[config.mk]
export PLATFORM = sky130hd
export DESIGN_NAME = burst_col_seq
export DESIGN_NICKNAME = d
export VERILOG_FILES = /design/src/rtl/bcs_pkg.sv /design/src/rtl/bcs_ctrl.sv /design/src/rtl/bcs_dpath.sv /design/src/rtl/burst_col_seq.sv
export SDC_FILE = /design/constraint.sdc
export NUM_CORES = 1
export LEC_CHECK = 0
export BUFFER_PORTS_ARGS = -buffer_cell sky130_fd_sc_hd__buf_2
export CAP_MARGIN = 20
export CORE_MARGIN = 1.5
export CORE_UTILIZATION = 30
export CTS_BUF_LIST = sky130_fd_sc_hd__clkbuf_8
export CTS_CLUSTER_DIAMETER = 80
export CTS_CLUSTER_SIZE = 40
export DETAILED_ROUTE_END_ITERATION = 8
export GPL_ROUTABILITY_DRIVEN = 0
export PLACE_DENSITY_LB_ADDON = 0.25
export SYNTH_ARGS = -nofsm -noshare
export SYNTH_HDL_FRONTEND = slang
export SYNTH_SLANG_ARGS = --single-unit
[constraint.sdc]
create_clock -name clk -period 1.6 [get_ports clk]
set_input_delay 0 -clock clk [delete_from_list [all_inputs] [get_ports clk]]
set_output_delay 0 -clock clk [all_outputs]
set_load 0.02 [all_outputs]
[src/rtl/bcs_pkg.sv]
package bcs_pkg;

  localparam int COL_W = 8;
  localparam logic [2:0] LEN_PAGE = 3'd7;

  typedef enum logic [1:0] {
    OP_NOP   = 2'b00,
    OP_READ  = 2'b01,
    OP_WRITE = 2'b10,
    OP_STOP  = 2'b11
  } cmdOp_t;

  // Strobes and per-burst settings passed from control to datapath
  typedef struct packed {
    logic             load;
    logic             step;
    logic             interleave;
    logic [COL_W-1:0] wrapMask;
  } seqStrobe_t;

  // Low-bit mask that wraps the column within the burst block
  function automatic logic [COL_W-1:0] lenMask(input logic [2:0] code);
    logic [COL_W-1:0] m;
    case (code)
      3'd1:     m = COL_W'(1);
      3'd2:     m = COL_W'(3);
      3'd3:     m = COL_W'(7);
      LEN_PAGE: m = '1;
      default:  m = '0;
    endcase
    return m;
  endfunction

endpackage

[src/rtl/bcs_ctrl.sv]
module bcs_ctrl
  import bcs_pkg::*;
(
  input  logic       clk,
  input  logic       rstN,
  input  logic       cfgLoad,
  input  logic [2:0] cfgLenCode,
  input  logic       cfgInterleave,
  input  logic [1:0] cfgCasLat,
  input  logic       cmdValid,
  input  logic [1:0] cmdOp,
  input  logic       apReq,
  output seqStrobe_t strobe,
  output logic       beatValid,
  output logic       lastBeat,
  output logic       apValid,
  output logic       beatIsRead,
  output logic       rdDataDue
);

  localparam int DUE_DEPTH = 3;

  logic [2:0]       modeLen;
  logic             modeIlv;
  logic             modeCl3;
  logic             active;
  logic             fullPage;
  logic             apFlag;
  logic             isRead;
  logic [COL_W-1:0] beatsLeft;
  logic [DUE_DEPTH-1:0] dueSr;

  logic isRw, isStop, lastNow;

  always_comb begin
    isRw    = cmdValid && (cmdOp == OP_READ || cmdOp == OP_WRITE);
    isStop  = cmdValid && (cmdOp == OP_STOP);
    lastNow = active && !fullPage && (beatsLeft == '0);
  end

  always_ff @(posedge clk) begin
    if (!rstN) begin
      modeLen   <= 3'd0;
      modeIlv   <= 1'b0;
      modeCl3   <= 1'b0;
      active    <= 1'b0;
      fullPage  <= 1'b0;
      apFlag    <= 1'b0;
      isRead    <= 1'b0;
      beatsLeft <= '0;
      dueSr     <= '0;
    end else begin
      if (cfgLoad) begin
        modeLen <= cfgLenCode;
        modeIlv <= cfgInterleave;
        modeCl3 <= (cfgCasLat == 2'd3);
      end
      if (isRw) begin
        active    <= 1'b1;
        fullPage  <= (modeLen == LEN_PAGE);
        beatsLeft <= lenMask(modeLen);
        apFlag    <= apReq;
        isRead    <= (cmdOp == OP_READ);
      end else if (isStop || lastNow) begin
        active <= 1'b0;
      end else if (active) begin
        beatsLeft <= beatsLeft - 1'b1;
      end
      dueSr <= {dueSr[DUE_DEPTH-2:0], active && isRead};
    end
  end

  always_comb begin
    strobe.load       = isRw;
    strobe.step       = active && !isRw;
    strobe.interleave = modeIlv && (modeLen != LEN_PAGE);
    strobe.wrapMask   = lenMask(modeLen);
    beatValid         = active;
    lastBeat          = lastNow;
    apValid           = lastNow && apFlag;
    beatIsRead        = active && isRead;
    rdDataDue         = modeCl3 ? dueSr[2] : dueSr[1];
  end

endmodule

[src/rtl/bcs_dpath.sv]
module bcs_dpath
  import bcs_pkg::*;
#(
  parameter int BANK_W = 2
) (
  input  logic              clk,
  input  logic              rstN,
  input  seqStrobe_t        strobe,
  input  logic [COL_W-1:0]  cmdCol,
  input  logic [BANK_W-1:0] cmdBank,
  output logic [COL_W-1:0]  colAddr,
  output logic [BANK_W-1:0] colBank
);

  logic [COL_W-1:0]  startCol;
  logic [COL_W-1:0]  beatIdx;
  logic [COL_W-1:0]  mask;
  logic              ilv;
  logic [BANK_W-1:0] bankQ;

  always_ff @(posedge clk) begin
    if (!rstN) begin
      startCol <= '0;
      beatIdx  <= '0;
      mask     <= '0;
      ilv      <= 1'b0;
      bankQ    <= '0;
    end else if (strobe.load) begin
      startCol <= cmdCol;
      beatIdx  <= '0;
      mask     <= strobe.wrapMask;
      ilv      <= strobe.interleave;
      bankQ    <= cmdBank;
    end else if (strobe.step) begin
      beatIdx <= beatIdx + 1'b1;
    end
  end

  logic [COL_W-1:0] seqCol, ilvCol;

  always_comb begin
    seqCol  = (startCol & ~mask) | ((startCol + beatIdx) & mask);
    ilvCol  = startCol ^ beatIdx;
    colAddr = ilv ? ilvCol : seqCol;
    colBank = bankQ;
  end

endmodule

[src/rtl/burst_col_seq.sv]
module burst_col_seq
  import bcs_pkg::*;
#(
  parameter int BANK_W = 2,
  parameter int ADDR_W = 11,
  parameter int AP_BIT = 10
) (
  input  logic              clk,
  input  logic              rstN,
  input  logic              cfgLoad,
  input  logic [2:0]        cfgLenCode,
  input  logic              cfgInterleave,
  input  logic [1:0]        cfgCasLat,
  input  logic              cmdValid,
  input  logic [1:0]        cmdOp,
  input  logic [BANK_W-1:0] cmdBank,
  input  logic [ADDR_W-1:0] cmdAddr,
  output logic              beatValid,
  output logic [COL_W-1:0]  colAddr,
  output logic [BANK_W-1:0] colBank,
  output logic              lastBeat,
  output logic              beatIsRead,
  output logic              rdDataDue,
  output logic              apValid,
  output logic [BANK_W-1:0] apBank
);

  seqStrobe_t strobe;
  logic       unusedAddrBits;

  assign unusedAddrBits = ^cmdAddr[ADDR_W-1:COL_W];

  bcs_ctrl u_ctrl (
    .clk(clk), .rstN(rstN),
    .cfgLoad(cfgLoad), .cfgLenCode(cfgLenCode),
    .cfgInterleave(cfgInterleave), .cfgCasLat(cfgCasLat),
    .cmdValid(cmdValid), .cmdOp(cmdOp), .apReq(cmdAddr[AP_BIT]),
    .strobe(strobe), .beatValid(beatValid), .lastBeat(lastBeat),
    .apValid(apValid), .beatIsRead(beatIsRead), .rdDataDue(rdDataDue)
  );

  bcs_dpath #(.BANK_W(BANK_W)) u_dpath (
    .clk(clk), .rstN(rstN), .strobe(strobe),
    .cmdCol(cmdAddr[COL_W-1:0]), .cmdBank(cmdBank),
    .colAddr(colAddr), .colBank(colBank)
  );

  assign apBank = colBank;

endmodule

==> results of run 1 <==
[timing repair]
action | in CTS | in global routing
hold endpoints to repair | 16 | 0
pin swaps | 18 | 7
gates resized for setup | 37 | 10
hold buffers | 17 | 0
setup buffers | 3 | 1
endpoints found under the setup margin | 15 | 13
[layer usage]
| layer | wire [um] | up-vias | part of all wire (%) |
|---|---|---|---|
| li1 | - | 1159 | - |
| met1 | 2810 | 1016 | 48 |
| met2 | 2840 | 35 | 48 |
| met3 | 176 | 5 | 3.0 |
| met4 | 53 | 0 | 0.90 |
| met5 | 0 | - | 0 |
[layout make-up]
type | instances | area share [%]
Clock buffer | 6 | 2.43
Clock inverter | 2 | 0.369
Inverter | 9 | 0.996
Multi-Input combinational cell | 217 | 45.0
Sequential cell | 42 | 25.1
Tap cell | 99 | 3.65
Timing Repair Buffer | 103 | 22.4
[kinds of logic after synthesis]
| kind of cell | after synthesis |
|---|---|
| fa+ha+maj | 13 |
| simple gates | 115 |
| xor+xnor | 10 |
| buf+inv | 25 |
| flops | 42 |
| compound gates | 72 |
| mux | 7 |
[through the flow]
step                power (mW)  utilization, %  TNS, ns  cells
finish                    2.53            46.3    -1.96    478
global route              2.68            46.3    -2.72    478
floorplan                 1.52               -  -0.0984    284
detailed placement        1.75            40.1   -0.984    450
CTS                       2.56            45.6    -2.05    478
global placement          1.74            40.1   -0.980    450
[flip-flops by register name, indices dropped and copies added (netlist names)]
signal	flops
u_dpath.ilv	1
u_ctrl.beatValid	1
u_ctrl.apFlag	1
u_ctrl.modeIlv	1
u_ctrl.modeLen	3
u_ctrl.isRead	1
u_ctrl.beatsLeft	8
u_ctrl.dueSr	3
u_dpath.beatIdx	8
u_dpath.mask	4
u_dpath.colBank	2
u_ctrl.modeCl3	1
u_dpath.startCol	8
[how the worst min path moves through the flow]
stage | end | cells past startpoint | start
after floorplan | u_dpath.startCol[1] | 2 | cmdAddr[1]
after global placement | u_dpath.colBank[0] | 3 | cmdBank[0]
after detailed placement | u_dpath.colBank[0] | 3 | cmdBank[0]
after CTS | u_ctrl.beatsLeft[6] | 2 | rstN
after global routing | u_ctrl.beatsLeft[6] | 2 | rstN
final | u_ctrl.beatsLeft[6] | 2 | rstN
[cells in the mapped netlist (all sizes together), types with 9 or more instances]
master	instances	share of area, %
a21boi	19	6.3
a21oi	18	3.9
nor2	22	3.7
ha	12	6.5
clkbuf	9	1.5
nor2b	9	2.4
nand3	10	2.2
o21ai	13	2.8
dfxtp	42	36
nand2	50	8.1
inv	9	1.5
[layout by cell type (no fill, tap or decap), types with 2 or more instances in the layout]
cell            n
o21ai_1         4
ha_4            5
o21ai_0         6
nand2_1        50
a21oi_1        13
xnor2_1         3
o21a_1          3
ha_1            7
o21ai_2         2
nor2b_1         8
o211a_1         2
dlygate4sd3_1  17
dfxtp_2         9
inv_1           5
nand3_1         8
nor3_1          3
o211ai_1        3
a21boi_0       17
inv_2           4
o22a_1          3
buf_2          31
and3_1          3
nor2_1         21
buf_6           6
and2_1          5
dfxtp_1        33
buf_4          49
clkbuf_8        6
a21oi_2         5
mux2i_1         5
mux2_2          2
xor2_1          6
a31oi_1         5
nand2b_1        3
nand3_2         2
[power groups by stage]
stage               clock [mW]  combinational [mW]  sequential [mW]
detailed placement           0               0.576             1.17
global route             0.789               0.724             1.17
CTS                      0.757               0.649             1.16
floorplan                    0               0.347             1.18
global placement             0               0.570             1.17
finish                   0.723               0.652             1.16
[worst register-to-register path: stages, from the launching register on]
cell and delay (ns):
dfxtp_2 0.33, buf_4 0.14, or4_1 0.54, nor2_1 0.17, nand2_1 0.07, a21oi_1 0.14, o21a_1 0.11
==> flow_metrics.env, run 1 <==
export IMPL_outcome="finished with violations"
export IMPL_failed_checks="setup timing"
export IMPL_internal_power_mw=1.78
export IMPL_crit_path_top_delay_cell="dfxtp_2"
export IMPL_worst_endpoint_required_ns=1.60
export IMPL_clk_pin_slew_ns=0.09
export IMPL_initial_utilization_pct=31.5
export IMPL_worst_slack_ns=-0.479
export IMPL_core_area_um2=7330
export IMPL_tritoncts="built"
export IMPL_swShare_pct=29.5
export IMPL_clock_sinks=42
export IMPL_endpoint="colAddr[7]"
export IMPL_tightest_slew_ns=0.430
export IMPL_floorplan_die_height_um=90.7
export IMPL_p_per_area_nw_per_um2=746
export IMPL_ff2ff_path_depth=6
export IMPL_crit_path_cell_trace="ha_4, a211oi_4, o21ai_2, o311a_1, a311oi_2, xnor2_2, buf_4"
export IMPL_grt_util_met3_pct=2.78
export IMPL_critical_path_class="flip-flop to output port"
export IMPL_cellLeakagePower_nw=1.47
export IMPL_simple_gate_portion_of_the_synthesized_area_pct=23.6
export IMPL_dp_final_hpwl_um=4370
export IMPL_layout_area_seq_um2=852
export IMPL_port_buffers=39
export IMPL_ys_seq_elements=42
export IMPL_final_period_utilization_pct=130
export IMPL_routed_via_density=4.63
export IMPL_synth_main_ff_cell="dfxtp_1"
export IMPL_placement_setup_worst_slack_ns=-0.310
export IMPL_dieArea_um2=8230
export IMPL_share_of_cells_above_drive_strength_1_pct=36.7
export IMPL_critPathBufInv=1
export IMPL_nFillCells=714
export IMPL_rows=31
export IMPL_timing_final_setup_violations=7
export IMPL_synthesis_instances=284
export IMPL_p_switching_uw=747
export IMPL_crit_reg2reg_capture="u_ctrl.beatsLeft[5]"
export IMPL_synth_compound_gate_area_share_pct=21.0
export IMPL_grt_use_met2_pct=25.7
export IMPL_timing_critical_path_max_delay_family="compound AO/OA/AOI/OAI gates"
export IMPL_clockRootBuffer="clkbuf_8"
export IMPL_critPathMaxStageDelay_ns=0.34
export IMPL_finalClockSkew_ns=0.00906
export IMPL_synth_xor_xnor_area_share_pct=3.79
export IMPL_grt_start_max_net_pins=22
export IMPL_globalRouteTotalUtil_pct=14.6
export IMPL_detailed_place_area_um2=2940
export IMPL_drtPass1Iterations=4
export IMPL_finalHoldWorstSlack_ns=0.0509
export IMPL_crit_path_start_kind="flip-flop"
export IMPL_timing_slew_headroom_pct=71.1
export IMPL_async_reset_ff_share_pct=0
export IMPL_synthDistinctLibCells=46
export IMPL_reg_to_reg_start="u_ctrl.beatsLeft[0]"
export IMPL_detail_route_antenna_nets=0
export IMPL_detail_route_wl_per_cell_um=12.3
export IMPL_die_width_um=90.7
export IMPL_synth_mux_area_share_pct=3.14
export IMPL_grt_overflow_total=0
export IMPL_timing_critical_path_to_type="output port"
export IMPL_area_growth_syn_to_layout_pct=47.0
export IMPL_finalHoldViolCount=0
export IMPL_drt_initial_drc_count=54
export IMPL_synth_edff_count=0
export IMPL_worst_endpoint_arrival_ns=2.08
export IMPL_clk_latency_ns=0.29
export IMPL_max_cap_violations=0
export IMPL_period_minus_slack_ns=2.08
export IMPL_insertedDiodeCount=0
export IMPL_multi_input_area_um2=1530
export IMPL_worst_ir_drop_vdd_mv=0.413
export IMPL_cp_max_fo=2
export IMPL_cts_made_buffers=5
export IMPL_mappedNetlistArea_um2=2310
export IMPL_io_pins=42
export IMPL_clock_power_share_pct=28.5
export IMPL_drcViolationCount=0
export IMPL_antenna_found_initial=0
export IMPL_dr_total_vias=2215
export IMPL_synth_adder_area_share_pct=7.37
export IMPL_final_net_count=416
export IMPL_synth_yosys_warnings=0
export IMPL_critical_path_cell_count=7
export IMPL_power_frac_seq_pct=45.7
export IMPL_synth_sequential_area_ratio_pct=36.4
export IMPL_slew_viol_final=0
export IMPL_worst_setup_path_startpoint="u_dpath.beatIdx[1]"
export IMPL_regToRegSetupSlack_ns=0.06
export IMPL_hold_wc_path_type="input port to flip-flop"
export IMPL_totalWireLength_um=5870
export IMPL_finalInstanceArea_um2=3390
export IMPL_syn_nets=322
export IMPL_grt_first_pass_wirelength_um=9750
export IMPL_vias_in_the_first_global_route=2164
export IMPL_fmax_mhz=481
export IMPL_max_clock_path_buffers=2
export IMPL_main_combinational_cell_family_by_area_after_synthesis="simple AND/OR/NAND/NOR gates"
export IMPL_postSynthAreaPerCell_um2=8.13
export IMPL_clock_tree_htree_level_count=2
export IMPL_gr_max_usage_layer="met2"
export IMPL_p_comb_share_pct=25.7
export IMPL_met1_usage_pct=18.1
export IMPL_rsz0062_at_grt="true"
No activity file was read; power rests on OpenSTA's default activity.
==> run 2: changes to the inputs <==
- clock period: 1.6 -> 2.53 ns (I/O delays scaled with it)
==> flow_metrics.env, run 2 (synthesized netlist as in run 1, its figures left out) <==
export IMPL_finalInstanceArea_um2=2870
export IMPL_worst_endpoint_required_ns=2.53
export IMPL_cellLeakagePower_nw=1.23
export IMPL_crit_path_start_kind="flip-flop"
export IMPL_critPathMaxStageDelay_ns=0.43
export IMPL_met2RoutedLength_um=2240
export IMPL_p_per_area_nw_per_um2=542
export IMPL_postcts_resize_cnt=0
export IMPL_period_minus_slack_ns=2.27
export IMPL_dr_wl_met3_um=162
export IMPL_cp_max_fo=4
export IMPL_area_growth_syn_to_layout_pct=24.3
export IMPL_timing_final_setup_violations=0
export IMPL_slew_viol_final=0
export IMPL_finalClockSkew_ns=0.00501
export IMPL_port_buffers=39
export IMPL_crit_path_top_delay_cell="dfxtp_1"
export IMPL_nFillCells=778
export IMPL_drtPass1Iterations=4
export IMPL_dr_total_vias=2049
export IMPL_dp_final_hpwl_um=3580
export IMPL_worst_slack_ns=0.265
export IMPL_placement_setup_worst_slack_ns=0.577
export IMPL_totalWireLength_um=5100
export IMPL_tightest_slew_ns=0.530
export IMPL_setup_tns_ns=0
export IMPL_core_area_um2=7330
export IMPL_timing_slew_headroom_pct=64.7
export IMPL_met1_length_um=2630
export IMPL_antenna_found_initial=0
export IMPL_final_period_utilization_pct=89.5
export IMPL_drt_initial_drc_count=81
export IMPL_cts_made_buffers=5
export IMPL_insertedDiodeCount=0
export IMPL_layout_top_registers="u_ctrl.beatsLeft (8), u_dpath.beatIdx (8), u_dpath.startCol (8)"
export IMPL_tritoncts="built"
export IMPL_clockRootBuffer="clkbuf_8"
export IMPL_finalCoreUtilization_pct=39.1
export IMPL_max_cap_violations=0
export IMPL_final_net_count=374
export IMPL_detail_route_antenna_nets=0
export IMPL_place_inst=411
export IMPL_hold_wc_path_type="input port to flip-flop"
export IMPL_finalHoldViolCount=0
export IMPL_vias_in_the_first_global_route=1844
export IMPL_grt_overflow_total=0
export IMPL_most_common_layout_cells="nand2_1, dfxtp_1, buf_2"
export IMPL_stdcell_count=436
export IMPL_rsz0062_at_grt="false"
export IMPL_layout_cells_most_common="nand2_1"
export IMPL_critical_path_class="flip-flop to output port"
export IMPL_dieArea_um2=8230
export IMPL_dr_max_layer_used="met4"
export IMPL_rows=31
export IMPL_clk_pin_slew_ns=0.08
export IMPL_drcViolationCount=0
export IMPL_fmax_mhz=441
export IMPL_timing_critical_path_to_type="output port"
export IMPL_finalPower_mw=1.55
export IMPL_share_of_cells_above_drive_strength_1_pct=18.4
export IMPL_clk_latency_ns=0.29
export IMPL_detailed_place_area_um2=2590
export IMPL_worst_ir_drop_vdd_mv=0.272
export IMPL_crit_path_cell_trace="ha_1, inv_1, fa_1, nor2b_1, o21ai_0, a21oi_1, or3_1, nand3_1, buf_2"
export IMPL_worst_endpoint_arrival_ns=2.27
export IMPL_initial_utilization_pct=31.5
export IMPL_max_clock_path_buffers=2
export IMPL_detail_route_wl_per_cell_um=11.7
export IMPL_routed_via_density=4.70
export IMPL_globalRouteTotalUtil_pct=12.7
export IMPL_clock_tree_htree_level_count=2
export IMPL_die_width_um=90.7
export IMPL_floorplan_die_height_um=90.7
export IMPL_clock_sinks=42
export IMPL_grt_first_pass_wirelength_um=8430
export IMPL_outcome="complete, no violations"
export IMPL_finalHoldWorstSlack_ns=0.0854
export IMPL_io_pins=42
export IMPL_grt_start_max_net_pins=36
-- run 2: cell count changes in the layout (fill, tap and decap cells not counted), moves of 6 or more --
cell     previous run  this run
buf_4              49         5
dfxtp_2             9         0
buf_6               6         0
buf_2              31        39
inv_1               5        11
dfxtp_1            33        42
-- run 2: critical path: cells and delay by family (launching register included) --
| kind | cells | cell delay [ns] |
|---|---|---|
| DFF | 1 | 0.43 |
| and+or+nand+nor | 3 | 0.34 |
| buffers and inverters | 2 | 0.23 |
| AOI/OAI and AO/OA | 2 | 0.35 |
| adders and majority gates | 2 | 0.63 |
-- run 2: power by group --
part	internal (mW)	switching [mW]
combinational	0.139	0.168
clock	0.287	0.228
sequential	0.696	0.0355
total	1.12	0.432
-- run 2: final timing paths --
path,slack (ns),depth (start not counted),to,from
worst max-delay path,0.26,9,colAddr[6],u_dpath.beatIdx[0]
worst min register to register,0.46,1,u_ctrl.dueSr[1],u_ctrl.dueSr[0]
worst min-delay path,0.09,3,u_ctrl.modeLen[1],cfgLoad
worst max register to register,0.75,7,u_ctrl.beatsLeft[4],u_ctrl.beatsLeft[0]
-- run 2: layout make-up --
class | instances | area [um2] | area share [%]
clock buffers | 5 | 68.8 | 2.40
clock inverters | 3 | 37.5 | 1.31
inverters | 9 | 33.8 | 1.18
multi-input cells | 217 | 1360 | 47.4
flip-flops and latches | 42 | 841 | 29.3
well taps | 99 | 124 | 4.32
repair buffers | 61 | 403 | 14.0
-- run 2: per-layer routing --
metal / vias up / track usage [%]
met5: - / 0
met4: 0 / 4.37
met3: 4 / 2.69
met2: 38 / 19.9
met1: 930 / 17.1
li1: 1077 / -
-- run 2: repair_timing --
item / 4_1_cts / 5_1_grt
buffers inserted: 0 / 0
hold buffers: 17 / 0
endpoints found under the hold margin: 16 / 0
